## config.mk

```make
export PLATFORM = sky130hd
export DESIGN_NAME = regbus_serial_slave
export DESIGN_NICKNAME = d
export VERILOG_FILES = /design/src/rtl/ssl_pkg.sv /design/src/rtl/ssl_sync_edge.sv /design/src/rtl/ssl_txshift.sv /design/src/rtl/ssl_frame.sv /design/src/rtl/regbus_serial_slave.sv
export SDC_FILE = /design/constraint.sdc
export NUM_CORES = 1
export LEC_CHECK = 0
export BUFFER_PORTS_ARGS = -buffer_cell sky130_fd_sc_hd__buf_2
export CAP_MARGIN = 20
export CORE_ASPECT_RATIO = 0.5
export CORE_MARGIN = 2
export CORE_UTILIZATION = 55
export DETAILED_ROUTE_END_ITERATION = 16
export PLACE_DENSITY = 0.77
export SYNTH_ARGS = -nofsm -noshare
export SYNTH_HDL_FRONTEND = slang
export SYNTH_SLANG_ARGS = --single-unit
```

## constraint.sdc

```tcl
create_clock -name clk -period 4.05 [get_ports clk]
set_input_delay 0.2025 -clock clk [delete_from_list [all_inputs] [get_ports clk]]
set_output_delay 0.2025 -clock clk [all_outputs]
set_load 0.02 [all_outputs]
```

## src/rtl/ssl_pkg.sv

```systemverilog
`timescale 1ns/1ps
package ssl_pkg;
   typedef enum logic [1:0] {
      PH_CMD  = 2'd0,
      PH_DATA = 2'd1,
      PH_HALT = 2'd2
   } phase_t;
endpackage

```

## src/rtl/ssl_sync_edge.sv

```systemverilog
`timescale 1ns/1ps
module ssl_sync_edge #(
   parameter int STAGES = 2
) (
   input  logic clk,
   input  logic rst_n,
   input  logic cs_n_i,
   input  logic sck_i,
   input  logic sdi_i,
   output logic cs_act_o,
   output logic rise_o,
   output logic fall_o,
   output logic sdi_o
);
   // bit 2 = select (active low), bit 1 = serial clock, bit 0 = data
   localparam logic [2:0] IDLE_PINS = 3'b100;

   generate
      if (STAGES < 2) begin : g_bad_stages
         $error("ssl_sync_edge: STAGES must be at least 2");
      end
   endgenerate

   logic [STAGES-1:0][2:0] stg;
   logic                   sck_q;

   always_ff @(posedge clk or negedge rst_n) begin
      if (!rst_n) begin
         stg   <= {STAGES{IDLE_PINS}};
         sck_q <= 1'b0;
      end else begin
         stg[0] <= {cs_n_i, sck_i, sdi_i};
         for (int i = 1; i < STAGES; i++) begin
            stg[i] <= stg[i-1];
         end
         sck_q <= stg[STAGES-1][1];
      end
   end

   assign cs_act_o = ~stg[STAGES-1][2];
   assign sdi_o    = stg[STAGES-1][0];
   assign rise_o   = cs_act_o &  stg[STAGES-1][1] & ~sck_q;
   assign fall_o   = cs_act_o & ~stg[STAGES-1][1] &  sck_q;
endmodule

```

## src/rtl/ssl_txshift.sv

```systemverilog
`timescale 1ns/1ps
module ssl_txshift #(
   parameter int DW = 16
) (
   input  logic          clk,
   input  logic          rst_n,
   input  logic          clr_i,
   input  logic          load_i,
   input  logic [DW-1:0] din_i,
   input  logic          shift_i,
   output logic          q_o
);
   generate
      if (DW < 2) begin : g_bad_dw
         $error("ssl_txshift: DW must be at least 2");
      end
   endgenerate

   logic [DW-1:0] shreg;

   always_ff @(posedge clk or negedge rst_n) begin
      if (!rst_n) begin
         shreg <= '0;
      end else if (clr_i) begin
         shreg <= '0;
      end else if (load_i) begin
         shreg <= din_i;
      end else if (shift_i) begin
         shreg <= {shreg[DW-2:0], 1'b0};
      end
   end

   assign q_o = shreg[DW-1];
endmodule

```

## src/rtl/ssl_frame.sv

```systemverilog
`timescale 1ns/1ps
module ssl_frame
   import ssl_pkg::*;
#(
   parameter int DW = 16,
   parameter int AW = 12
) (
   input  logic          clk,
   input  logic          rst_n,
   input  logic          cs_act_i,
   input  logic          rise_i,
   input  logic          fall_i,
   input  logic          sdi_i,
   output logic [AW-1:0] addr_o,
   output logic [DW-1:0] wdata_o,
   output logic          wr_o,
   output logic          rd_o,
   output logic          load_o,
   output logic          shift_o,
   output logic          rd_phase_o
);
   localparam int             CW       = $clog2(DW);
   localparam int             DIR_BIT  = DW - 1;
   localparam int             INC_BIT  = DW - 4;
   localparam logic [CW-1:0]  LAST_IDX = CW'(DW - 1);

   generate
      if (AW > INC_BIT) begin : g_bad_aw
         $error("ssl_frame: address field overlaps the control bits");
      end
      if (DW < 8) begin : g_bad_dw
         $error("ssl_frame: DW too small for a command word");
      end
   endgenerate

   phase_t        phase;
   logic [CW-1:0] cnt;
   logic [DW-1:0] sin;
   logic [DW-1:0] sin_nx;
   logic          last;
   logic          is_rd;
   logic          inc;
   logic          bump;
   logic          arm;

   assign sin_nx = {sin[DW-2:0], sdi_i};
   assign last   = (cnt == LAST_IDX);

   always_ff @(posedge clk or negedge rst_n) begin
      if (!rst_n) begin
         phase   <= PH_CMD;
         cnt     <= '0;
         sin     <= '0;
         is_rd   <= 1'b0;
         inc     <= 1'b0;
         addr_o  <= '0;
         wdata_o <= '0;
         wr_o    <= 1'b0;
         rd_o    <= 1'b0;
         load_o  <= 1'b0;
         bump    <= 1'b0;
         arm     <= 1'b0;
      end else begin
         wr_o   <= 1'b0;
         rd_o   <= 1'b0;
         bump   <= 1'b0;
         load_o <= rd_o;
         if (bump) begin
            addr_o <= addr_o + AW'(1);
         end
         if (!cs_act_i) begin
            phase <= PH_CMD;
            cnt   <= '0;
            arm   <= 1'b0;
         end else begin
            if (fall_i) begin
               arm <= 1'b0;
            end
            if (rise_i && phase != PH_HALT) begin
               sin <= sin_nx;
               cnt <= last ? '0 : cnt + CW'(1);
               arm <= ~last;
               if (last) begin
                  if (phase == PH_CMD) begin
                     is_rd  <= sin_nx[DIR_BIT];
                     inc    <= sin_nx[INC_BIT];
                     addr_o <= sin_nx[AW-1:0];
                     rd_o   <= sin_nx[DIR_BIT];
                     phase  <= PH_DATA;
                  end else begin
                     if (!is_rd) begin
                        wr_o    <= 1'b1;
                        wdata_o <= sin_nx;
                        bump    <= inc;
                     end else if (inc) begin
                        addr_o <= addr_o + AW'(1);
                        rd_o   <= 1'b1;
                     end
                     if (!inc) begin
                        phase <= PH_HALT;
                     end
                  end
               end
            end
         end
      end
   end

   assign shift_o    = fall_i & arm & is_rd & (phase == PH_DATA);
   assign rd_phase_o = is_rd & (phase == PH_DATA);


   no_rw_overlap_chk: assert property (@(posedge clk) disable iff (!rst_n)
      !(wr_o && rd_o));

   wr_single_chk: assert property (@(posedge clk) disable iff (!rst_n)
      wr_o |=> !wr_o);

   rd_single_chk: assert property (@(posedge clk) disable iff (!rst_n)
      rd_o |=> !rd_o);

   abort_quiet_chk: assert property (@(posedge clk) disable iff (!rst_n)
      !$past(cs_act_i) |-> (!wr_o && !rd_o));
endmodule

```

## src/rtl/regbus_serial_slave.sv

```systemverilog
`timescale 1ns/1ps
module regbus_serial_slave #(
   parameter int DW          = 16,
   parameter int AW          = 12,
   parameter int SYNC_STAGES = 2
) (
   input  logic          clk,
   input  logic          rst_n,
   input  logic          cs_n_i,
   input  logic          sck_i,
   input  logic          sdi_i,
   output logic          sdo_o,
   output logic [AW-1:0] reg_addr_o,
   output logic [DW-1:0] reg_wdata_o,
   output logic          reg_wr_o,
   output logic          reg_rd_o,
   input  logic [DW-1:0] reg_rdata_i
);
   logic cs_act, rise, fall, sdi_s;
   logic load, shift, rd_phase, tx_q;

   ssl_sync_edge #(.STAGES(SYNC_STAGES)) u_sync (
      .clk      (clk),
      .rst_n    (rst_n),
      .cs_n_i   (cs_n_i),
      .sck_i    (sck_i),
      .sdi_i    (sdi_i),
      .cs_act_o (cs_act),
      .rise_o   (rise),
      .fall_o   (fall),
      .sdi_o    (sdi_s)
   );

   ssl_frame #(.DW(DW), .AW(AW)) u_frame (
      .clk        (clk),
      .rst_n      (rst_n),
      .cs_act_i   (cs_act),
      .rise_i     (rise),
      .fall_i     (fall),
      .sdi_i      (sdi_s),
      .addr_o     (reg_addr_o),
      .wdata_o    (reg_wdata_o),
      .wr_o       (reg_wr_o),
      .rd_o       (reg_rd_o),
      .load_o     (load),
      .shift_o    (shift),
      .rd_phase_o (rd_phase)
   );

   ssl_txshift #(.DW(DW)) u_tx (
      .clk     (clk),
      .rst_n   (rst_n),
      .clr_i   (~cs_act),
      .load_i  (load),
      .din_i   (reg_rdata_i),
      .shift_i (shift),
      .q_o     (tx_q)
   );

   assign sdo_o = cs_act & rd_phase & tx_q;
endmodule

```

# Yosys cells after proc, flatten, opt, wreduce, memory -nomap -nowiden
# Index checks and enable logic that the tools add are counted.
# totals
wordCells	85
register_bits	79
output_inout_bits	31
inputBits	21
# op_classes
n_eq_ne	4
n_reduce_logical	10
addsub	2
bitwise	16
n_mux	37
# op_table
operator	n
12-bit two-way mux	7
16-bit two-way mux	3
1-bit two-way mux	19
12-bit by 1-bit adder with 12-bit output, second input constant	1
4-bit two-way mux	3
1-bit bitwise AND	10
2-bit two-way mux	5
1-bit inverter	6
3-bit nonzero test	2
5-bit AND reduction	1
4-bit by 1-bit adder with 4-bit output, second input constant	1
4-bit == test, second input constant	1
4-bit AND reduction	1
2-bit nonzero test	2
3-bit inequality test, second input constant	1
3-bit AND reduction	1
2-bit by 1-bit == test with 1-bit output, second input constant	1
2-bit zero test	1
2-bit inequality test, second input constant	1
2-bit AND reduction	1
1-bit logical AND	1

# Longest topological paths before layout
# Gate-level depths: netlist of run 1.
# depth
word_depth	9
depth_mapped	8
depth_no_buf	6

# By module
# From an unflattened synthesis of run 1, not the netlist that was laid out.
# unflattened
hier_cells	328
hier_area_um2	3833.7
# modules_own_cells
mod	seq_area_each_um2	area_per_inst_um2	n_inst	cells_each
ssl_frame	1401.3	2782.7	1	245
ssl_txshift	400.4	844.6	1	71
ssl_sync_edge	177.7	196.4	1	10
regbus_serial_slave	0.0	10.0	1	2

# Worst setup path after synthesis of run 1
# Ideal clock, no wire load.
# synth_path
path_type	register -> register
start	register u_frame.cnt[0]
end	register u_frame.wdata_o[10]
required_time_ns	3.923
path_buffers	2
setup_time_ns	0.127
synth_period_minus_slack_ns	2.197
slack_ns	1.853
path_stages_with_launch	8
t_arrival_ns	2.069
cell_sequence	dfrtp_1 ha_1 nand4b_4 or3_1 buf_2 nor3_4 buf_6 mux2_1
# synth_between
elab_chain_cells	2
# synth_lines
element	line	text
start, declared	ssl_frame.sv:37	logic [CW-1:0] cnt;
start signal, assigned	ssl_frame.sv:81	cnt <= last ? '0 : cnt + CW'(1);
4-bit == test	ssl_frame.sv:47	assign last = (cnt == LAST_IDX);
5-bit AND reduction (no line)	--	
end signal, assigned	ssl_frame.sv:93	wdata_o <= sin_nx;
end, declared	ssl_frame.sv:15	output logic [DW-1:0] wdata_o,
# Every way passes these cells.
# A chain may end at the register's enable or synchronous reset.

# Worst setup path after layout of run 1
# layout_path
start	register u_frame.cnt[0]
end	register u_frame.wdata_o[5]
# The elaborated chain is that of the path after synthesis.

==> results of run 1 <==
-- routing by layer --
| metal | vias to the layer above | global-route usage | routed length [um] |
|---|---|---|---|
| met5 | - | 0 | 0 |
| met4 | 0 | 0.0706 | 103 |
| met3 | 12 | 0.0677 | 454 |
| met2 | 80 | 0.351 | 3390 |
| met1 | 1250 | 0.303 | 3250 |
| li1 | 1173 | - | - |
-- kinds of logic after synthesis --
kind of cell	synth area share
AND/OR/NAND/NOR	0.119
flip-flops	0.557
multiplexers	0.191
AO/OA/AOI/OAI	0.0873
buffers and inverters	0.0194
XOR/XNOR	0.0197
adder cells (fa/ha/maj)	0.00704
-- cell usage in the layout (no fill, tap or decap), drive strengths merged, types with 3 or more instances in the layout --
cell         count
nor2            30
and3             6
inv              3
xor2             5
nand2           21
nor3             6
o21ai            8
dlygate4sd3      3
nand3            3
a311oi           4
dfrtp           77
a21oi           13
mux2            46
o22ai            4
xnor2            3
buf             53
mux2i           16
clkbuf          10
a21o             4
-- cell usage after synthesis, drive strengths merged (2+ instances only) --
cell | n | area share
nor2 | 30 | 0.032
nand3b | 2 | 0.0042
xor2 | 5 | 0.012
o22ai | 4 | 0.0070
nand2 | 21 | 0.022
o21ai | 8 | 0.011
nand3 | 3 | 0.0042
nand4 | 2 | 0.0035
mux2i | 16 | 0.045
clkbuf | 3 | 0.0032
and3 | 6 | 0.011
a22oi | 2 | 0.0042
a21o | 4 | 0.0084
a31oi | 2 | 0.0035
nor3 | 6 | 0.013
inv | 2 | 0.0021
or2 | 2 | 0.0035
mux2 | 46 | 0.15
buf | 9 | 0.014
a21oi | 13 | 0.018
dfrtp | 77 | 0.54
a311oi | 4 | 0.0099
ha | 2 | 0.0070
nand4b | 2 | 0.0092
o41ai | 2 | 0.0070
nand2b | 2 | 0.0035
dfstp | 2 | 0.015
xnor2 | 3 | 0.0074
or3 | 2 | 0.0035
-- registers in the layout (all words and copies together), names as in the netlist --
signal,cells
u_sync.sck_q,1
u_frame.addr_o,12
u_frame.sin,15
u_frame.cnt,4
u_frame.is_rd,1
u_frame.load_o,1
u_frame.rd_o,1
u_frame.arm,1
u_frame.wdata_o,16
u_tx.shreg,16
u_sync.stg,5
u_frame.wr_o,1
u_frame.phase,2
u_frame.inc,1
u_sync.sdi_o,1
u_frame.bump,1
-- layout make-up --
cell class              instances  area share
clock buffers                  10      0.0567
clock inverters                 6      0.0160
inverters                       2     0.00178
multi-input cells             201       0.358
flip-flops and latches         79       0.470
well taps                      88      0.0261
repair buffers                 56      0.0719
-- report_power, final --
group          internal (uW)  total [uW]  leakage (uW)  switching, uW
Clock                    496         814      0.000145            318
Sequential               833         887       0.00107           53.3
Combinational           50.1        88.2      0.000888           38.1
-- worst max path at each step --
stage,end,depth (start not counted),slack [ns],start
after global placement,u_frame.wdata_o[7],5,1.54,u_frame.cnt[0]
final,u_frame.wdata_o[5],5,1.44,u_frame.cnt[0]
after global routing,u_frame.wdata_o[2],5,1.30,u_frame.cnt[0]
after CTS,u_frame.wdata_o[5],5,1.44,u_frame.cnt[0]
after floorplan,u_frame.wdata_o[10],7,1.85,u_frame.cnt[0]
after detailed placement,u_frame.wdata_o[2],5,1.43,u_frame.cnt[0]
-- metrics by stage --
stage | setup WS (ns) | utilization
after global routing | 1.30 | 0.684
after CTS | 1.44 | 0.684
after global placement | 1.54 | 0.630
after detailed placement | 1.43 | 0.630
final | 1.44 | 0.684
after floorplan | 1.85 | -
-- worst max-delay path, stage by stage, from the launching register on --
cell	delay (ns)
dfrtp_1	0.42
ha_1	0.28
nand4b_4	0.14
or3_1	0.49
nor3_4	0.74
mux2_2	0.42
==> results.md, run 1 <==
* Status: complete, no violations
* Iteration-0 DRC Markers at 245
* Fillers at 472
* Worst Setup End Kind: flip-flop
* Final Max Slew Viols at 0
* Async set-or-reset flop fraction in the synthesized netlist at 1.00
* # clock sinks at 79
* Power per cell area at 425 nW/um^2
* Ys flop type: dfrtp_1
* Peak VDD IR at 0.000252 V
* Placed Cells at 423
* Crit path kind: reg2reg
* Initial antenna violation count at 0
* FF+latch area at 1980 um^2
* Net Count, Synth at 317
* Hold Buf Count CTS at 3
* Root Buffer: clkbuf_16
* LEAKAGE at 0.00210 uW
* Vias in the first global route at 2415
* Site row count at 20
* Minimum clock period at 2.61 ns
* Hold WS at 0.0262 ns
* Post-CTS Setup Inserts at 0
* Vias at 2515
* Final Hold Viols at 0
* Port buffer count at 51
* Synth Instances at 294
* Initial Utilization at 0.577
* Nets at 372
* Die span in x at 118 um
* Residual DRC at 0
* Number of enable flip-flop cells after synthesis at 0
* Area of the multi-input gates at 1510 um^2
* Worst-margin pin slew at 0.951 ns
* Fraction of layout cells with a size suffix above 1 at 0.331
* FF-to-FF Start: u_frame.cnt[0]
* Post-route ant nets at 0
* GRT Residual Overflow at 0
* R2R Setup Slk at 1.44 ns
* #FFs+latches synth at 79
* Die Y-Extent at 60.8 um
* Clock slew at reported path FFs at 0.06 ns
* Routed wire length at 7200 um
* Worst EP arrival at 2.83 ns
* Seq/Total Area, Yosys at 0.557
* R2R cell count at 5
* GRT Total Usage at 0.222
* Dpl cell area at 3880 um^2
* Largest net degree at the start of global routing at 80
* Synth unique cells at 49
* CP Data Required Time at 4.27 ns
* Core area at 6160 um^2
* CTS tree: built
* Detailed Place HPWL at 4770 um
* Mean Syn Cell Area at 12.1 um^2
* Hold Path Class: in2async
* RR Endpoint: u_frame.wdata_o[5]
* Critical Path Start Type: flip-flop
* Mapped Area at 3550 um^2
* Clock Latency Late Sink at 0.34 ns
* CTS Buf Count at 9
* Max cap viols at 0
* Die area at 7160 um^2
* Fmax at 383 MHz
* Total chip power at 1790 uW
* Worst slew margin at 0.366
* Fin crit share at 0.645
* CTS HTree Levels at 3
* Wire length per cell at 16.3 um
* Post-route setup TNS at 0 ns
* Post_cts resized at 0
* Number of diodes at 0
* Placer Congestion at 0.859
* Max Fanout on Critical Path at 18
* P&R area growth vs syn at 18.5%
* Setup Skew at 0.00917 ns
* TritonRoute pass-1 iters at 4
* Synth warnings at 0
* Final std cells w/o fill at 442
* Num ports at 52
* Final-report setup violation count at 0
* Final Instance Area at 4210 um^2
* Clock Tree Buf Depth at 2
* Routed vias/inst at 5.69
* RSZ-0062 raised after global routing: no
* Global-route wire length before repair at 12100 um
No activity file was read; power rests on OpenSTA's default activity.
==> run 2: changes to the inputs <==
==> constraint.sdc (replaced) <==
create_clock -name clk -period 2.6 [get_ports clk]
set_input_delay 0.13 -clock clk [delete_from_list [all_inputs] [get_ports clk]]
set_output_delay 0.13 -clock clk [all_outputs]
set_load 0.02 [all_outputs]
==> results.md, run 2 (synthesized netlist as in run 1, its figures left out) <==
* Status: complete, no violations
* Clock slew at reported path FFs at 0.06 ns (about the same)
* Port buffer count at 51 (unchanged)
* P&R area growth vs syn at 19.7%
* Peak VDD IR at 0.000476 V (+89%)
* Routed vias/inst at 5.69 (about the same)
* Reg power frac at 0.498 (+0.002)
* # clock sinks at 79 (unchanged)
* Root Buffer: clkbuf_16
* Dpl cell area at 3910 um^2 (+0.97%)
* Worst slew margin at 0.322 (-0.0442)
* Switching Share at 0.223 (-0.00579)
* Final Hold Viols at 0 (unchanged)
* Total chip power at 2760 uW (+54%)
* Nets at 378 (+1.6%)
* Final Max Slew Viols at 0 (unchanged)
* Fmax at 411 MHz (+7.4%)
* Site row count at 20 (unchanged)
* Commonest cells after routing, fill and taps aside: dfrtp_1, buf_2, mux2_2, nor2_1, nand2_1
* RSZ-0062 raised after global routing: no
* GRT Total Usage at 0.230 (+0.00765)
* Largest net degree at the start of global routing at 80 (unchanged)
* Vias at 2551 (+1.4%)
* Hold Path Class: in2reg
* LEAKAGE at 0.00213 uW (+1.1%)
* GRT Residual Overflow at 0 (unchanged)
* Internal power at 2150 uW (+56%)
* Most common cell after layout, fill and taps aside: dfrtp_1
* Worst EP arrival at 2.69 ns (-0.14 ns)
* Global-route wire length before repair at 12500 um (+3.4%)
* CTS HTree Levels at 3 (unchanged)
* Vias in the first global route at 2572 (+6.5%)
* Fin crit share at 0.935 (+0.290)
* Setup Skew at 0.00523 ns (-0.00394 ns)
* Switch Pwr at 616 uW (+51%)
* Minimum clock period at 2.43 ns (-0.180 ns)
* Largest regs: u_frame.wdata_o (16), u_tx.shreg (16), u_frame.sin (15)
* Die Y-Extent at 60.8 um (unchanged)
* Die span in x at 118 um (unchanged)
* Wire length per cell at 16.7 um (+2.4%)
* Post-CTS Setup Inserts at 0 (unchanged)
* Clock Tree Buf Depth at 2 (unchanged)
* CTS tree: built
* Core area at 6160 um^2 (unchanged)
* Clock Latency Late Sink at 0.33 ns (about the same)
* Max Fanout on Critical Path at 15 (-3)
* Proportion of power drawn by the clock network at 0.449 (-0.006)
* Detailed Place HPWL at 4940 um (+3.5%)
* CTS Buf Count at 9 (unchanged)
* Iteration-0 DRC Markers at 158 (-36%)
* TritonRoute pass-1 iters at 4 (unchanged)
* Die area at 7160 um^2 (unchanged)
* Final-report setup violation count at 0 (unchanged)
* Crit path kind: reg2reg
* Final Instance Area at 4250 um^2 (+0.98%)
* Power per cell area at 649 nW/um^2 (+53%)
* Placer Congestion at 0.845 (-1.7%)
* Critical Path Start Type: flip-flop
* Worst-margin pin slew at 1.01 ns (+0.0608 ns)
* CP Data Required Time at 2.86 ns (-1.41 ns)
* Fraction of layout cells with a size suffix above 1 at 0.336 (+0.00560)
* Post-route setup TNS at 0 ns (unchanged)
* Comb power frac at 0.053 (+0.004)
* Post-route ant nets at 0 (unchanged)
* Num ports at 52 (unchanged)
* Routed wire length at 7470 um (+3.8%)
* Post_cts resized at 0 (unchanged)
* Max cap viols at 0 (unchanged)
* Number of diodes at 0 (unchanged)
* Initial antenna violation count at 0 (unchanged)
* Initial Utilization at 0.577 (unchanged)
* Residual DRC at 0 (unchanged)
* Worst Setup End Kind: flip-flop
run 2: routing by layer:
metal	up-vias	track usage	routed length, um
met2	56	0.364	3470
li1	1189	-	-
met4	0	0.0981	81
met5	-	0	0
met1	1299	0.303	3530
met3	7	0.0724	376
run 2: area by class of cell:
cell class | instances | area [um^2]
inverters | 2 | 7.51
repair buffers | 62 | 350
flip-flops and latches | 79 | 1980
well taps | 88 | 110
fillers | 461 | 1900
clock inverters | 5 | 57.6
clock buffers | 11 | 243
multi-input cells | 201 | 1510
run 2: per-stage QoR:
step / utilization / std cells / hold WS (ns) / setup WS [ns]
global placement: 0.636 / 428 / 0.235 / 0.340
floorplan: - / 294 / -0.166 / 0.403
global route: 0.691 / 448 / 0.0500 / 0.0230
CTS: 0.691 / 448 / 0.0379 / 0.201
detailed placement: 0.636 / 428 / 0.236 / 0.206
finish: 0.691 / 448 / 0.0407 / 0.168
run 2: final timing paths:
kind,cells after the start,to,slack (ns),start
max,6,u_frame.addr_o[0],0.17,u_frame.cnt[0]
min,3,u_tx.shreg[2],0.04,reg_rdata_i[2]
max reg2reg,6,u_frame.addr_o[0],0.17,u_frame.cnt[0]
min reg2reg,0,u_sync.stg[4],0.35,u_sync.stg[1]
max in group asynchronous,2,u_frame.cnt[3],1.46,rst_n
min in group asynchronous,2,u_frame.sin[13],0.51,rst_n
run 2: worst max-delay path, cell delays in order (launching register included):
cell      delay (ns)
dfrtp_1         0.40
ha_1            0.29
nand4b_4        0.14
or3_1           0.36
nor3_2          0.78
o22ai_1         0.21
a21oi_1         0.19
run 2: power by group through the flow:
stage / combinational [uW] / clock (uW) / sequential (uW)
2_1_floorplan: 90.1 / 0 / 1360
3_3_place_gp: 134 / 0 / 1390
3_5_place_dp: 144 / 0 / 1390
4_1_cts: 149 / 1260 / 1370
5_1_grt: 163 / 1320 / 1380
6_report: 146 / 1240 / 1380
run 2: repair_timing:
item,4_1_cts,5_1_grt
endpoints found under the setup margin,0,0
hold endpoints to repair,48,0
hold buffers,4,0
